## src/rtl/exc_pkg.sv

```systemverilog
// Package: shared constants and types for the exception control unit.
// Assumes a 32-bit machine word and a 5-bit coprocessor register select.
package exc_pkg;
    localparam int XLEN  = 32;
    localparam int SEL_W = 5;

    localparam logic [SEL_W-1:0] SEL_STATUS = 5'd12;
    localparam logic [SEL_W-1:0] SEL_CAUSE  = 5'd13;
    localparam logic [SEL_W-1:0] SEL_EPC    = 5'd14;

    // Event code recorded in the low bits of the cause word; also the priority order.
    typedef enum logic [1:0] {
        EV_INT = 2'd0,
        EV_OVF = 2'd1,
        EV_SYS = 2'd2,
        EV_BAD = 2'd3
    } ev_code_t;

    localparam int NUM_EV = 4;
endpackage

```

## src/rtl/exc_arbiter.sv

```systemverilog
// Module: picks the highest-priority enabled event at an instruction boundary.
// Assumes request bit i corresponds to code i, with lower index meaning higher priority.
module exc_arbiter
    import exc_pkg::*;
#(
    parameter int N = NUM_EV
) (
    input  logic         clk,
    input  logic         rst_n,
    input  logic         boundary,
    input  logic [N-1:0] req,
    input  logic [N-1:0] enable,
    output logic         take,
    output ev_code_t     code,
    output logic [N-1:0] grant
);
    logic [N-1:0] live;
    logic [N:0]   blocked;

    // Qualify each request by its enable and by the boundary strobe.
    assign live = req & enable & {N{boundary}};

    // Fixed-priority chain: each slot is blocked by any live slot above it.
    assign blocked[0] = 1'b0;
    generate
        for (genvar i = 0; i < N; i++) begin : g_chain
            assign grant[i]     = live[i] & ~blocked[i];
            assign blocked[i+1] = blocked[i] | live[i];
        end
    endgenerate

    assign take = blocked[N];

    // Encode the winning slot into the cause code.
    always_comb begin
        code = EV_INT;
        for (int k = N - 1; k >= 0; k--) begin
            if (grant[k]) code = ev_code_t'(k);
        end
    end

    // at most one event wins per cycle.
    p_single_grant_r4: assert property (@(posedge clk) disable iff (!rst_n)
        $onehot0(grant));
    // nothing wins off an instruction boundary.
    p_boundary_only_r5: assert property (@(posedge clk) disable iff (!rst_n)
        take |-> boundary);
endmodule

```

## src/rtl/cp0_regs.sv

```systemverilog
// Module: status, cause and saved-PC registers with entry push, return pop and
// software access. Assumes take and pop are never both 1 (the top enforces it).
module cp0_regs
    import exc_pkg::*;
#(
    parameter int W       = XLEN,
    parameter int NIB     = 4,
    parameter logic [W-1:0] RST_STATUS = 32'h0000_0003
) (
    input  logic             clk,
    input  logic             rst_n,
    input  logic             take,
    input  ev_code_t         code,
    input  logic [W-1:0]     pc_in,
    input  logic             pop,
    input  logic             wr_en,
    input  logic [SEL_W-1:0] sel,
    input  logic [W-1:0]     wr_data,
    output logic [W-1:0]     status,
    output logic [W-1:0]     epc,
    output logic [W-1:0]     rd_data
);
    localparam int CODE_W = $bits(ev_code_t);
    logic [W-1:0] cause;
    logic         wr_status, wr_cause, wr_epc;

    // Decode the software write select.
    assign wr_status = wr_en && (sel == SEL_STATUS);
    assign wr_cause  = wr_en && (sel == SEL_CAUSE);
    assign wr_epc    = wr_en && (sel == SEL_EPC);

    // Status: push on entry, pop on return, else software write.
    always_ff @(posedge clk) begin
        if (!rst_n)         status <= RST_STATUS;
        else if (take)      status <= status << NIB;
        else if (pop)       status <= status >> NIB;
        else if (wr_status) status <= wr_data;
    end

    // Cause: event code on entry, else software write.
    always_ff @(posedge clk) begin
        if (!rst_n)        cause <= '0;
        else if (take)     cause <= {{(W-CODE_W){1'b0}}, code};
        else if (wr_cause) cause <= wr_data;
    end

    // Saved PC: return address on entry, else software write.
    always_ff @(posedge clk) begin
        if (!rst_n)      epc <= '0;
        else if (take)   epc <= pc_in;
        else if (wr_epc) epc <= wr_data;
    end

    // Read mux toward the register-file write port.
    always_comb begin
        unique case (sel)
            SEL_STATUS: rd_data = status;
            SEL_CAUSE:  rd_data = cause;
            SEL_EPC:    rd_data = epc;
            default:    rd_data = '0;
        endcase
    end

    // entry saves the return address.
    p_epc_save_r2: assert property (@(posedge clk) disable iff (!rst_n)
        take |=> epc == $past(pc_in));
    // entry pushes the enable stack.
    p_status_push_r2: assert property (@(posedge clk) disable iff (!rst_n)
        take |=> status == ($past(status) << NIB));
    // return pops the enable stack.
    p_status_pop_r7: assert property (@(posedge clk) disable iff (!rst_n)
        (pop && !take) |=> status == ($past(status) >> NIB));
    // a write to an unmapped select changes nothing.
    p_no_stray_wr_r8: assert property (@(posedge clk) disable iff (!rst_n)
        (wr_en && !take && !pop && sel != SEL_STATUS && sel != SEL_CAUSE && sel != SEL_EPC)
        |=> $stable(status) && $stable(cause) && $stable(epc));
endmodule

```

## src/rtl/exc_ctrl_unit.sv

```systemverilog
// Module: top of the exception and interrupt control unit. Gathers event requests,
// arbitrates them, drives PC redirection, acknowledge and write-back suppression.
// Assumes pc_in already holds the current instruction address plus 4.
module exc_ctrl_unit
    import exc_pkg::*;
#(
    parameter int           W        = XLEN,
    parameter logic [W-1:0] VEC_ADDR = 32'h0000_0004
) (
    input  logic             clk,
    input  logic             rst_n,
    input  logic             instr_done,
    input  logic [W-1:0]     pc_in,
    input  logic             arith_op,
    input  logic             alu_ovf,
    input  logic             syscall_op,
    input  logic             bad_op,
    input  logic             irq,
    input  logic             rfe,
    input  logic             cp0_we,
    input  logic [SEL_W-1:0] cp0_sel,
    input  logic [W-1:0]     cp0_wdata,
    input  logic             rf_we_in,
    output logic [W-1:0]     cp0_rdata,
    output logic             rf_we_out,
    output logic             pc_redirect,
    output logic [W-1:0]     pc_next,
    output logic             iack
);
    logic [W-1:0]      status, epc;
    logic [NUM_EV-1:0] req, en, grant;
    logic              take, pop, boundary;
    ev_code_t          code;

    // A return closes the instruction and blocks events in that cycle.
    assign pop      = instr_done & rfe;
    assign boundary = instr_done & ~rfe;

    // Request vector in priority order; overflow only from add-type operations.
    assign req = {bad_op, syscall_op, arith_op & alu_ovf, irq};
    // Interrupt uses status bit 0; every exception class uses status bit 1.
    assign en  = {status[1], status[1], status[1], status[0]};

    exc_arbiter #(.N(NUM_EV)) u_arb (
        .clk      (clk),
        .rst_n    (rst_n),
        .boundary (boundary),
        .req      (req),
        .enable   (en),
        .take     (take),
        .code     (code),
        .grant    (grant)
    );

    cp0_regs #(.W(W)) u_regs (
        .clk     (clk),
        .rst_n   (rst_n),
        .take    (take),
        .code    (code),
        .pc_in   (pc_in),
        .pop     (pop),
        .wr_en   (cp0_we),
        .sel     (cp0_sel),
        .wr_data (cp0_wdata),
        .status  (status),
        .epc     (epc),
        .rd_data (cp0_rdata)
    );

    // PC steering: handler entry wins; otherwise return address on a return.
    assign pc_redirect = take | pop;
    assign pc_next     = take ? VEC_ADDR : epc;

    // Acknowledge in the cycle the interrupt is accepted.
    assign iack = grant[EV_INT];

    // Drop the write-back of an overflowing result.
    assign rf_we_out = rf_we_in & ~grant[EV_OVF];

    // an accepted overflow never writes the register file.
    p_no_overflow_r3: assert property (@(posedge clk) disable iff (!rst_n)
        grant[EV_OVF] |-> !rf_we_out);
    // acknowledge only for an interrupt at a boundary.
    p_iack_gate_r5: assert property (@(posedge clk) disable iff (!rst_n)
        iack |-> (irq && instr_done && pc_redirect));
    // a disabled interrupt alone never redirects.
    p_int_masked_r6: assert property (@(posedge clk) disable iff (!rst_n)
        (!status[0] && !rfe) |-> !iack);
    // a return redirects to the saved address.
    p_rfe_target_r7: assert property (@(posedge clk) disable iff (!rst_n)
        pop |-> (pc_redirect && pc_next == epc && !iack));
endmodule

```

## config.mk

```make
export PLATFORM = sky130hd
export DESIGN_NAME = exc_ctrl_unit
export DESIGN_NICKNAME = d
export VERILOG_FILES = /design/src/rtl/exc_pkg.sv /design/src/rtl/exc_arbiter.sv /design/src/rtl/cp0_regs.sv /design/src/rtl/exc_ctrl_unit.sv
export SDC_FILE = /design/constraint.sdc
export NUM_CORES = 1
export LEC_CHECK = 0
export ABC_CLOCK_PERIOD_IN_PS = 1900
export BUFFER_PORTS_ARGS = -buffer_cell sky130_fd_sc_hd__buf_4
export CAP_MARGIN = 20
export CORE_UTILIZATION = 45
export CTS_CLUSTER_SIZE = 25
export DETAILED_ROUTE_END_ITERATION = 7
export GPL_TIMING_DRIVEN = 1
export PLACE_DENSITY = 0.72
export SLEW_MARGIN = 40
export SYNTH_ARGS = -nofsm -noshare
export SYNTH_HDL_FRONTEND = slang
export SYNTH_HIERARCHICAL = 1
export SYNTH_SLANG_ARGS = --single-unit
```

## constraint.sdc

```tcl
create_clock -name clk -period 1.9 [get_ports clk]
set_input_delay 0.19 -clock clk [delete_from_list [all_inputs] [get_ports clk]]
set_output_delay 0.19 -clock clk [all_outputs]
set_load 0.005 [all_outputs]
```

-- Yosys cells after proc, flatten, opt, wreduce, memory -nomap -nowiden
Cells that the tools add are included.
- equality and inequality tests: 3
- muxes and demuxes: 13
- bitwise operators: 19
- reduce and logical (&&, ||, !) cells: 8
- operator list (operator ; number):
    $mux W32 ; 6
    $pmux W32 S3 ; 1
    $eq A5 B4 Y1 const B ; 3
    $mux W2 ; 6
    $and A4 B4 Y4 ; 2
    $and A1 B1 Y1 ; 7
    $not A1 Y1 ; 6
    $reduce_bool A2 Y1 ; 3
    $or A1 B1 Y1 ; 4
    $logic_and A1 B1 Y1 ; 3
    $reduce_bool A3 Y1 ; 1
    $reduce_or A2 Y1 ; 1
- register bits: 96
- bits of input ports: 80

-- Longest topological paths before layout
- depth in word-level cells: 12
- gate-level depth with buffers: 8

-- Modules after synthesis
The synthesis kept the hierarchy.
- by module, submodules not included (module ; times used ; cells each ; area each (µm²)):
    cp0_regs ; 1 ; 667 ; 5405.2
    exc_ctrl_unit ; 1 ; 40 ; 254.0
    exc_arbiter ; 1 ; 16 ; 81.3

-- Least setup slack after synthesis
Ideal clock, no wire load.
- kind: reg-to-reg
- start: reg u_regs.status[1]
- end: reg u_regs.epc[2]
- library setup time: 0.086 ns
- arrival: 1.919 ns
- path slack: -0.104 ns
- stages on the path, launching flop included: 8
- path buffers: 3
- cells stage by stage: dfxtp_1 nand2_2 a31oi_1 buf_4 buf_4 buf_2 nor2_1 a211oi_1
- word-level cells in the longest chain between the ends: 6
- elaborated cells between the ends (all ways): 7
- those cells by class: mux (1); bitwise (5); reduce/logical (1)
- ends and longest elaborated chain (item ; line ; RTL):
    start, declared ; cp0_regs.sv:19 ; output logic [W-1:0] status,
    start signal, assigned ; cp0_regs.sv:35 ; else if (take) status <= status << NIB;
    start signal, assigned ; cp0_regs.sv:36 ; else if (pop) status <= status >> NIB;
    start signal, assigned ; cp0_regs.sv:37 ; else if (wr_status) status <= wr_data;
    $and A4 B4 Y4 (*) (2 in series) ; exc_arbiter.sv:21 ; assign live = req & enable & {N{boundary}};
    $or A1 B1 Y1 (2 in series) ; exc_arbiter.sv:28 ; assign blocked[i+1] = blocked[i] | live[i];
    $or A1 B1 Y1 (*) ; exc_arbiter.sv:28 ;
    named net take ; exc_ctrl_unit.sv:32 ; logic take, pop, boundary;
    $mux W32 or $reduce_bool A2 Y1 (tied branches) ; -- ;
    end signal, assigned ; cp0_regs.sv:50 ; else if (take) epc <= pc_in;
    end signal, assigned ; cp0_regs.sv:51 ; else if (wr_epc) epc <= wr_data;
    end, declared ; cp0_regs.sv:20 ; output logic [W-1:0] epc,
The timed path passes the listed nets; every way through them passes the cells marked *.
A chain may end at the register's enable or synchronous reset.

-- Final worst setup path
- start: reg u_regs.status[1]
- end: reg u_regs.status[18]
- word-level cells in the longest chain between the ends: 6
- elaborated cells between the ends (all ways): 7
- those cells by class: mux (1); bitwise (5); reduce/logical (1)
- ends and longest elaborated chain (item ; line):
    $and A4 B4 Y4 (*) (2 in series) ; exc_arbiter.sv:21
    $or A1 B1 Y1 (2 in series) ; exc_arbiter.sv:28
    $or A1 B1 Y1 (*) ; exc_arbiter.sv:28
    named net take ; exc_ctrl_unit.sv:32
    $reduce_bool A3 Y1 (no line) or $mux W32 (tied branches) ; --
Marked as above.

==> impl_results.md <==
* Final WS setup at -0.07877 ns
* RSZ-0062 raised after global routing: true
* Final global-route overflow total at 0
* Drt wl/cell at 18.69 um
* Critical path arrival at 2.25 ns
* Worst-path clk slew at 0.07 ns
* # Max-Cap Violations at 0
* Post-route DRC at 0
* Cell Chain, Critical Path: a22oi_2 > a31oi_4 > buf_6 > clkbuf_16 > a211oi_4 > buf_6 > clkbuf_16 > mux2i_1
* Final net count at a little over 900
* Root Driver: clkbuf_16
* Final core utilization at ~63%
* Setup crit start kind: flop
* Gr usage total at around 28%
* CTS Buffer Depth at 2
* Layout area overhead at 34.45%
* Synth warnings at 6
* Vias in the first global route at around 5,600
* Max-slew headroom at ~70%
* Cts bufs inserted at 9
* Commonest non-fill, non-tap cell in the layout: buf_4
* Port Buf Inserts at 146
* Starting density of the core at a little under half
* Final setup vio count at 52
* Slew @ Worst Pin at between 0.4 and 0.5 ns
* Commonest non-fill, non-tap cells in the layout: buf_4, dfxtp_1, o21ai_0
* CTS tree: built
* Syn nets at 800
* H-tree Lvls at 3
* Hold Crit Class: in -> reg
* Share of post-route cells with drive strength above 1 at between 20% and 30%
* Required @ worst endpoint at approximately 2.2 ns
* Critical path peak fanout at 10
* Antenna Diode Count at 0
* DR vias/cell at 5.971
* Finished Cell Area at between 7000 and 8000 um2
* Max Slew Vio Count at 0
* Mapped Area at roughly 5700 um2
* Fin crit share at 104.1%
* Status: finished, violations left
* Crit path capture type: flop
* Final HPWL DP at between 10,000 and 15,000 um
* Die span in x at 114.8 um
* Dpl ws at approximately 0.061 ns
* Synth Instances at between 700 and 800
* Die height at between 100 and 150 um
* Total core area at roughly 12,000 um2
* Crit-path leading delay family: buffers and inverters
* Post-placement cell area at 7046 um2
* Largest net degree at the start of global routing at between 60 and 70
* DR vias at a little over 6,000
* FILL cells at between 1,000 and 1,500
* First-pass DRT Iterations at 5
* GPL Wtd Cong at around 0.85
* Setup CP Type: reg -> reg
* CP max stage delay at about 0.37 ns
* Period minus WS final at between 1.5 and 2 ns
* Failing checks: negative setup slack
* Leak at 0.003029 uW
* Total Die Area at around 13,000 um2
* Slowest library cell on the worst path: dfxtp_4
* Num ports at between 100 and 150
* Row Count at 40
* Setup TNS at -1.658 ns
* Hold Fails Final Rpt at 0
* Routed Antenna Nets at 0
* Worst skew pair latency at approximately 0.35 ns
* Clock skew at roughly 0.0074 ns
* PD cells at about 690 nW/um2
* Clock sink count at 96
* Max VDD drop at 356.0 uV
* F_max at roughly 510 MHz
* Global-route wire length before repair at a little under 30,000 um
* Mapped Avg Cell Area at ~8.0 um2
* Initial antenna violation count at 0
* Initial DRC Count at about 500
* Worst Path Buf+Inv at 4
* WL final at approximately 19,000 um
* Minimum hold slack at approximately 0.11 ns
## worst min-delay path, delay by kind of cell
family,cells,cell delay (ns)
AOI/OAI and AO/OA,1,0.05
buffers and inverters,1,0.12
and+or+nand+nor,1,0.06
## metrics by stage
step                std cells  power (uW)
floorplan                 720        2871
finish                   1021        5351
global route             1021        5537
global placement          988        3309
detailed placement        988        3339
CTS                      1008        5257
## power by group
part	switching (uW)	internal, uW
Clock	862	1040
Combinational	581	617
Sequential	116	2140
## layer usage
metal / part of all wire [%] / track usage (%)
met1: 42 / 36.26
met2: 49 / 47.56
met3: 7.1 / 4.797
met4: 1.6 / 7.965
met5: 0 / 0
## layout make-up
class / count / area (um2) / share of cell area (%)
Clock buffer: 9 / 225.2 / 2.924
Timing Repair Buffer: 195 / 1782 / 23.14
Sequential cell: 96 / 1926 / 25.00
Inverter: 36 / 135.1 / 1.755
Tap cell: 168 / 210.2 / 2.729
Multi-Input combinational cell: 510 / 3343 / 43.41
Clock inverter: 7 / 80.08 / 1.040
## final timing paths
check	from	endpoint	slack (ns)	cells after the start
setup / recovery	u_regs/status[1]$_SDFFE_PN1P_	u_regs/status[18]$_SDFFE_PN0P_	-0.08	8
hold / removal	cp0_wdata[12]	u_regs/cause[12]$_SDFFE_PP0P_	0.11	3
setup reg to reg	u_regs/status[1]$_SDFFE_PN1P_	u_regs/status[18]$_SDFFE_PN0P_	-0.08	8
hold reg to reg	u_regs/cause[13]$_SDFFE_PP0P_	u_regs/cause[13]$_SDFFE_PP0P_	0.48	2
## registers in the layout (all words and copies together), names as in the netlist
register / flops
u_regs/status: 32
u_regs/cause: 32
u_regs/epc: 32
## timing repair
action / 4_1_cts / 5_1_grt
setup buffers: 2 / 9
setup endpoints to repair: 31 / 26
hold buffers: 0 / 0
resized for setup: 5 / 14
cloned: 3 / 4
pin swaps: 1 / 3
Note: power is estimated with default switching activity, not from simulation.
